**src/rtl/sio_pkg.sv**
```systemverilog
package sio_pkg;

    localparam int REG_W   = 32;
    localparam int ADDR_W  = 2;
    localparam int DIV_LSB = 16;
    localparam int DIV_W   = 16;
    localparam int CNT_LSB = 6;
    localparam int EN_BIT  = 0;

    typedef enum logic [ADDR_W-1:0] {
        REG_CTRL     = 2'd0,
        REG_VALUE    = 2'd1,
        REG_READBACK = 2'd2,
        REG_NONE     = 2'd3
    } reg_sel_e;

    typedef enum logic [1:0] {
        ST_IDLE  = 2'd0,
        ST_LOAD  = 2'd1,
        ST_SHIFT = 2'd2
    } seq_state_e;

    typedef struct packed {
        logic [DIV_W-1:0] div;
        logic [7:0]       groups;
    } frame_cfg_t;

    function automatic logic [REG_W-1:0] ctrl_mask(int cnt_w);
        logic [REG_W-1:0] m;
        m = '0;
        m[EN_BIT] = 1'b1;
        for (int i = 0; i < cnt_w; i++) m[CNT_LSB + i] = 1'b1;
        m[REG_W-1:DIV_LSB] = '1;
        return m;
    endfunction

endpackage

```
**src/rtl/sio_clkdiv.sv**
```systemverilog
module sio_clkdiv
    import sio_pkg::*;
(
    input  logic             clk,
    input  logic             rst,
    input  logic             run,
    input  logic [DIV_W-1:0] limit,
    output logic             tick
);
    logic [DIV_W-1:0] cnt_q;

    assign tick = run && (cnt_q == limit);

    always_ff @(posedge clk) begin
        if (rst || !run || tick) cnt_q <= '0;
        else                     cnt_q <= cnt_q + 1'b1;
    end
endmodule

```
**src/rtl/sio_regs.sv**
```systemverilog
module sio_regs
    import sio_pkg::*;
#(
    parameter int CNT_W      = 4,
    parameter int MAX_GROUPS = 4,
    localparam int PINS      = 8 * MAX_GROUPS
) (
    input  logic              clk,
    input  logic              rst,
    input  logic              bus_we,
    input  logic [ADDR_W-1:0] bus_addr,
    input  logic [REG_W-1:0]  bus_wdata,
    output logic [REG_W-1:0]  bus_rdata,
    input  logic [PINS-1:0]   in_value,
    output logic [PINS-1:0]   out_latch,
    output frame_cfg_t        cfg,
    output logic              go
);
    localparam logic [REG_W-1:0] MASK = ctrl_mask(CNT_W);

    logic [REG_W-1:0] ctrl_q;
    logic [PINS-1:0]  latch_q;
    logic [CNT_W-1:0] cnt_f;
    reg_sel_e         sel;

    assign sel   = reg_sel_e'(bus_addr);
    assign cnt_f = ctrl_q[CNT_LSB +: CNT_W];

    always_comb begin
        cfg.div    = ctrl_q[DIV_LSB +: DIV_W];
        cfg.groups = (int'(cnt_f) > MAX_GROUPS) ? 8'(MAX_GROUPS) : 8'(cnt_f);
        go         = ctrl_q[EN_BIT] && (cfg.groups != 8'd0);
    end

    always_ff @(posedge clk) begin
        if (rst) begin
            ctrl_q  <= '0;
            latch_q <= '0;
        end else if (bus_we) begin
            if (sel == REG_CTRL)  ctrl_q  <= bus_wdata & MASK;
            if (sel == REG_VALUE) latch_q <= bus_wdata[PINS-1:0];
        end
    end

    assign out_latch = latch_q;

    always_comb begin
        unique case (sel)
            REG_CTRL:     bus_rdata = ctrl_q;
            REG_VALUE:    bus_rdata = REG_W'(in_value);
            REG_READBACK: bus_rdata = REG_W'(latch_q);
            default:      bus_rdata = '0;
        endcase
    end
endmodule

```
**src/rtl/sio_frame.sv**
```systemverilog
module sio_frame
    import sio_pkg::*;
#(
    parameter int MAX_GROUPS = 4,
    localparam int PINS      = 8 * MAX_GROUPS,
    localparam int IDX_W     = $clog2(PINS)
) (
    input  logic             clk,
    input  logic             rst,
    input  logic             go,
    input  frame_cfg_t       cfg,
    input  logic [PINS-1:0]  out_latch,
    input  logic             tick,
    input  logic             ser_din,
    output logic             run,
    output logic [DIV_W-1:0] div_now,
    output logic             ser_clk,
    output logic             ser_load,
    output logic             ser_dout,
    output logic [PINS-1:0]  in_value
);
    seq_state_e       state_q;
    logic             half_q;
    logic [IDX_W-1:0] bit_q, last_q;
    logic [PINS-1:0]  snap_q, rx_q;
    logic             frame_end, start_now;

    assign run       = (state_q != ST_IDLE);
    assign frame_end = (state_q == ST_SHIFT) && tick && half_q && (bit_q == '0);
    assign start_now = go && ((state_q == ST_IDLE) || frame_end);

    always_ff @(posedge clk) begin
        if (rst) begin
            state_q  <= ST_IDLE;
            half_q   <= 1'b0;
            bit_q    <= '0;
            last_q   <= '0;
            snap_q   <= '0;
            rx_q     <= '0;
            div_now  <= '0;
            in_value <= '0;
            ser_clk  <= 1'b1;
            ser_load <= 1'b0;
            ser_dout <= 1'b0;
        end else if (!go) begin
            state_q  <= ST_IDLE;
            ser_clk  <= 1'b1;
            ser_load <= 1'b0;
            ser_dout <= 1'b0;
        end else if (start_now) begin
            if (frame_end) in_value <= rx_q;
            state_q  <= ST_LOAD;
            half_q   <= 1'b0;
            div_now  <= cfg.div;
            last_q   <= IDX_W'(int'(cfg.groups) * 8 - 1);
            snap_q   <= out_latch;
            rx_q     <= '0;
            ser_clk  <= 1'b1;
            ser_load <= 1'b1;
            ser_dout <= 1'b0;
        end else if (tick) begin
            if (state_q == ST_LOAD) begin
                if (!half_q) begin
                    half_q <= 1'b1;
                end else begin
                    state_q  <= ST_SHIFT;
                    half_q   <= 1'b0;
                    bit_q    <= last_q;
                    ser_load <= 1'b0;
                    ser_clk  <= 1'b0;
                    ser_dout <= snap_q[last_q];
                end
            end else if (!half_q) begin
                ser_clk     <= 1'b1;
                rx_q[bit_q] <= ser_din;
                half_q      <= 1'b1;
            end else begin
                bit_q    <= bit_q - 1'b1;
                ser_clk  <= 1'b0;
                ser_dout <= snap_q[bit_q - 1'b1];
                half_q   <= 1'b0;
            end
        end
    end
endmodule

```
**src/rtl/sio_shift_master.sv**
```systemverilog
module sio_shift_master
    import sio_pkg::*;
#(
    parameter int CNT_W      = 4,
    parameter int MAX_GROUPS = 4
) (
    input  logic        clk,
    input  logic        rst,
    input  logic        bus_we,
    input  logic [1:0]  bus_addr,
    input  logic [31:0] bus_wdata,
    output logic [31:0] bus_rdata,
    output logic        ser_clk,
    output logic        ser_load,
    output logic        ser_dout,
    input  logic        ser_din
);
    localparam int PINS = 8 * MAX_GROUPS;

    frame_cfg_t       cfg;
    logic             go, run, tick;
    logic [PINS-1:0]  out_latch, in_value;
    logic [DIV_W-1:0] div_now;

    sio_regs #(.CNT_W(CNT_W), .MAX_GROUPS(MAX_GROUPS)) u_regs (
        .clk(clk), .rst(rst), .bus_we(bus_we), .bus_addr(bus_addr),
        .bus_wdata(bus_wdata), .bus_rdata(bus_rdata), .in_value(in_value),
        .out_latch(out_latch), .cfg(cfg), .go(go)
    );

    sio_clkdiv u_div (
        .clk(clk), .rst(rst), .run(run), .limit(div_now), .tick(tick)
    );

    sio_frame #(.MAX_GROUPS(MAX_GROUPS)) u_frame (
        .clk(clk), .rst(rst), .go(go), .cfg(cfg), .out_latch(out_latch),
        .tick(tick), .ser_din(ser_din), .run(run), .div_now(div_now),
        .ser_clk(ser_clk), .ser_load(ser_load), .ser_dout(ser_dout),
        .in_value(in_value)
    );
endmodule

```
**config.mk**
```make
export PLATFORM = sky130hd
export DESIGN_NAME = sio_shift_master
export DESIGN_NICKNAME = d
export VERILOG_FILES = /design/src/rtl/sio_pkg.sv /design/src/rtl/sio_clkdiv.sv /design/src/rtl/sio_regs.sv /design/src/rtl/sio_frame.sv /design/src/rtl/sio_shift_master.sv
export SDC_FILE = /design/constraint.sdc
export NUM_CORES = 1
export LEC_CHECK = 0
export BUFFER_PORTS_ARGS = -buffer_cell sky130_fd_sc_hd__buf_2
export CAP_MARGIN = 10
export CELL_PAD_IN_SITES_DETAIL_PLACEMENT = 0
export CELL_PAD_IN_SITES_GLOBAL_PLACEMENT = 1
export CORE_ASPECT_RATIO = 1.2
export CORE_MARGIN = 2
export CORE_UTILIZATION = 40
export DETAILED_ROUTE_END_ITERATION = 10
export HOLD_SLACK_MARGIN = 0.15
export PLACE_DENSITY = 0.82
export SYNTH_ARGS = -nofsm -noshare
export SYNTH_HDL_FRONTEND = slang
export SYNTH_SLANG_ARGS = --single-unit
```
**constraint.sdc**
```tcl
create_clock -name clk -period 7.42 [get_ports clk]
set_input_delay 1.113 -clock clk [delete_from_list [all_inputs] [get_ports clk]]
set_output_delay 1.113 -clock clk [all_outputs]
set_load 0.02 [all_outputs]
```
## Word level (Yosys, flattened, before mapping)

Index checks and enable logic that the tools add are counted.

| word-level totals | value |
|---|---|
| register bits | 197 |
| latch bits | 0 |
| bits in writable memories | 0 |
| memory bits (read-only) | 0 |
| input port bits | 38 |
| output and inout port bits | 35 |
| logic and storage cells | 96 |
| memories kept | 0 |

| cells by class | value |
|---|---|
| add/sub/neg operators | 3 |
| multiply operators | 0 |
| div/mod/pow operators | 0 |
| magnitude comparators | 5 |
| eq/ne operators | 8 |
| shifts and indexed selects | 0 |
| muxes and demuxes | 31 |
| bitwise logic cells | 2 |
| reductions and logical operators | 32 |

Operators with widths:

| operator | number |
|---|---|
| 32-bit two-way mux | 4 |
| 32-bit one-hot mux with 3 select lines | 1 |
| 32-bit bitwise mux | 1 |
| 5-bit by 6-bit < comparator with 1-bit output, second input constant | 3 |
| 1-bit two-way mux | 18 |
| 16-bit by 1-bit adder with 16-bit output, second input constant | 1 |
| 16-bit == test | 1 |
| 5-bit two-way mux | 3 |
| 2-bit AND reduction | 6 |
| 1-bit binary-select mux with 5-bit select | 2 |
| 5-bit by 1-bit subtractor with 5-bit output, second input constant | 2 |
| 3-bit AND reduction | 3 |
| 4-bit AND reduction | 2 |
| 2-bit nonzero test | 4 |
| 8-bit nonzero test | 1 |
| 1-bit logical AND | 7 |
| 1-bit demux with 5-bit select | 1 |
| 5-bit by 1-bit >= comparator with 1-bit output, second input constant | 1 |
| 5-bit zero test | 1 |
| 2-bit by 1-bit == test with 1-bit output, second input constant | 2 |
| 2-bit == test, second input constant | 2 |
| 4-bit by 3-bit > comparator with 1-bit output, second input constant | 1 |
| 2-bit zero test | 2 |
| 4-bit two-way mux | 1 |
| 7 further kinds | 11 |

## Longest topological paths before layout

| logic depth | value |
|---|---|
| depth in word-level cells | 9 |
| gate-level depth with buffers | 12 |

## Modules after synthesis

A second synthesis with hierarchy kept.

| second synthesis, totals | value |
|---|---|
| cell total of the unflattened synthesis | 1032 |
| area, all modules | 9183.8 sq um |

Modules (own cells, without submodules):

| module | times used | cells each | area each (sq um) | seq. area each (sq um) |
|---|---|---|---|---|
| sio_frame | 1 | 629 | 5316.3 | 2502.4 |
| sio_regs | 1 | 305 | 3009.1 | 1061.0 |
| sio_clkdiv | 1 | 98 | 858.3 | 320.3 |

## Worst setup path before layout

Ideal clock, no wire load.

| path | value |
|---|---|
| path kind | input port to output port |
| from | in bus_addr[1] |
| to | out bus_rdata[0] |
| data arrival time | 2.395 ns |
| data required time | 6.307 ns |
| path slack | 3.912 ns |
| stages on the path | 4 |
| cell sequence | clkbuf_1 clkbuf_1 mux2i_1 o21ai_0 |

| between the ends | value |
|---|---|
| longest elaborated chain between the ends | 2 |

Ends and longest elaborated chain:

| what | line | RTL |
|---|---|---|
| start, declared | sio_shift_master.sv:10 | `input logic [1:0] bus_addr,` |
| 2-bit == test (tied with other cells) | sio_regs.sv:48 | `unique case (sel)` |
| 32-bit one-hot mux with 3 select lines (*) | sio_regs.sv:48 |  |
| end, declared | sio_shift_master.sv:12 | `output logic [31:0] bus_rdata,` |

Every way passes the cells marked *; elsewhere a longest branch is shown, timed or not.

## Worst setup path after layout

| path | value |
|---|---|
| from | in bus_addr[1] |
| to | out bus_rdata[3] |

Same word-level chain as after synthesis.

==> reports/metrics.yaml <==
grt:
  grt_use_met2: 0.346
  grt_pass1_vias: 7192
  top_usage_layer: "met2"
  use_met3: 0.0429
  grt_overflow_total: 0
  antenna_found_initial: 0
  grt_pass1_wl_mm: 39.5
  grt_max_degree: 62
  track_usage: 0.212
  met1_usage: 0.290
timing:
  drv_slew: 0
  tightest_slew_ns: 1.07
  skew_ns: 0.00962
  final.setup.tns_ns: 0
  fmaxAchievable_mhz: 257
  rsz0062_at_grt: "false"
  fin_crit_sh: 0.525
  maxSlewHeadroom: 0.285
  fin_ws_ns: 3.53
  final-hold-violation-count: 0
  min_period_ns: 3.89
  holdWs_ns: 0.458
  setup_violations: 0
clock_network:
  cts_tree: "built"
  cts-buffers-inserted: 17
  ctsRootBufferMaster: "clkbuf_16"
  cts_sinks: 194
  postCtsSetupBuffers: 0
  clk_pin_slew_ns: 0.07
  htreeDepth: 4
  cts_buffer_depth: 2
  cts_resized: 0
  clk_latency_ns: 0.44
  ctsHoldBuffers: 0
power_and_ir_drop:
  p_leak_nw: 3.70
  ir_drop_mv: 0.166
  power_per_cell_area_nw_per_um2: 212
routing:
  drt_wl_total_mm: 25.3
  via_per_inst: 5.40
  vias: 7621
  drc: 0
  ant_nets: 0
  drtPass1Iterations: 5
  wl_per_cell_um: 17.9
  drt-initial-drc-count: 468
worst_setup_path:
  worstPathRequired_ns: 6.31
  critPathArrivalTime_ns: 2.78
  cp-end-kind: "output port"
  path_class: "input port to output port"
  worst-path-max-fanout: 24
  worst-r2r-setup-slack_ns: 3.85
  critPathLaunchType: "input port"
synthesis:
  synthFlopType: "dfxtp_1"
  synth_area_um2: 9000
  syn_area_per_cell_um2: 8.22
  yosysWarnings: 0
  synthesis.nets: 1140
  synth_cell_types: 58
  synth_edf_count: 0
  synth-seq-cells: 194
  yosysSeqAreaShare: 0.432
  synthArstFlopShare: 0
  synth_cells: 1095
outcome:
  status: "complete, no violations"
floorplan:
  die_w_um: 141
  initial_core_util: 0.405
  pin_count: 73
  rows: 60
  coreArea_um2: 22200
  die_h_um: 168
  die_area_um2: 23700
placed_design:
  port_buffers: 72
  dpl-instance-area_um2: 9440
  gp_congestion: 0.851
  dp_slack_ns: 3.54
  hpwlAfterDp_mm: 17.4
cells_and_area:
  drive_gt1_frac: 0.127
  syn_to_final_growth_pct: 11.7
  antenna_cells: 0
  fin_nets: 1165
  final_cell_area_um2: 10100
hold_path:
  hold_class: "register to register"
job:
  max_cap_viol_count: 0
[per-layer routing]
metal / vias up / share of wire
met5: - / 0
met4: 0 / 0.014
met3: 28 / 0.054
met2: 261 / 0.47
met1: 3578 / 0.46
li1: 3754 / -
[worst max-delay path: stages]
cell and delay, ns:
buf_2 0.60, nor2b_1 0.65, a22o_1 0.24, buf_2 0.17
[Yosys cell counts (2+ instances only)]
cell type  count  area [um2]
nor2_1        28         105
nand2b_1       2        12.5
nor2b_1        4        25.0
buf_1          5        18.8
and3_1         5        31.3
buf_6          7        78.8
a21oi_1       93         465
and4_1         2        17.5
nand4_1        4        25.0
o21ai_0       30         150
nor4_2         2        25.0
nor4_1         2        12.5
clkbuf_1      52         195
and2_1         9        56.3
buf_4          4        30.0
mux4_2        10         225
inv_1          5        18.8
dfxtp_1      194        3880
xor2_1        26         228
o211ai_1       2        15.0
nor3_1         9        45.0
nor2_4         2        22.5
nor4_4         4        85.1
mux2i_1       78         781
a41oi_1        2        17.5
a22o_1        11        96.3
a22oi_1       32         240
xnor2_1        7        61.3
nand3_1       40         200
ha_1           7        87.6
nor3b_1        5        37.5
buf_2         10        50.1
nand2_1      377        1420
[registers in the layout (all words and copies together), names as in the netlist, 3 cells and up]
signal / flops
u_frame.in_value: 32
u_frame.bit_q: 5
u_regs.out_latch: 32
u_frame.rx_q: 32
u_frame.div_now: 16
u_frame.last_q: 3
u_frame.snap_q: 32
u_regs.ctrl_q: 21
u_div.cnt_q: 16
[area by class of cell]
| class | instances | area, um2 |
|---|---|---|
| clock buffer | 17 | 425 |
| clock inverter | 15 | 191 |
| fill | 2211 | 12200 |
| inverter | 5 | 18.8 |
| multi-input combinational | 817 | 4720 |
| sequential | 194 | 3880 |
| tap | 279 | 349 |
| timing repair buffer | 85 | 460 |
[cells in the final DEF (no fill, tap or decap), types with 3 or more instances in the layout]
cell,count
nand2_1,377
dfxtp_1,194
a21oi_1,93
mux2i_1,78
buf_2,71
nand3_1,40
a22oi_1,32
o21ai_0,30
nor2_1,28
xor2_1,26
clkbuf_16,17
buf_4,14
a22o_1,11
mux4_2,10
and2_1,9
nor3_1,9
xnor2_1,7
ha_1,7
and3_1,5
nor3b_1,5
inv_8,5
inv_1,4
nor4_4,4
nand4_1,4
nor2b_1,3
inv_6,3
[per-stage QoR]
| stage | utilization | cells | total power [mW] |
|---|---|---|---|
| detailed placement | 0.425 | 1380 | 1.18 |
| global route | 0.452 | 1412 | 2.20 |
| global placement | 0.425 | 1380 | 1.18 |
| finish | 0.452 | 1412 | 2.13 |
| CTS | 0.452 | 1412 | 2.15 |
| floorplan | - | 1095 | 1.14 |
[path summary, 6_finish.rpt]
| kind | start | end | cells past startpoint |
|---|---|---|---|
| max reg2reg | u_frame.bit_q[0] | u_frame.in_value[6] | 9 |
| max | bus_addr[1] | bus_rdata[3] | 4 |
| min | u_frame.snap_q[13] | u_frame.snap_q[13] | 2 |
| min reg2reg | u_frame.snap_q[13] | u_frame.snap_q[13] | 2 |
[kinds of logic (layout without fill, tap and decap cells)]
kind of cell,count (synthesis),count (layout),synth area share
XOR/XNOR,34,34,0.0339
multiplexers,88,88,0.112
AO/OA/AOI/OAI,183,183,0.122
flip-flops,194,194,0.432
AND/OR/NAND/NOR,505,505,0.245
buffers and inverters,84,122,0.0452
adder cells (fa/ha/maj),7,7,0.00974
[power by group]
group	internal, mW	switching, mW	leakage [nW]
logic	0.0278	0.0681	1.84
registers	1.05	0.0106	1.57
clock network	0.515	0.456	0.297
Power figures use the tool's default switching activity.
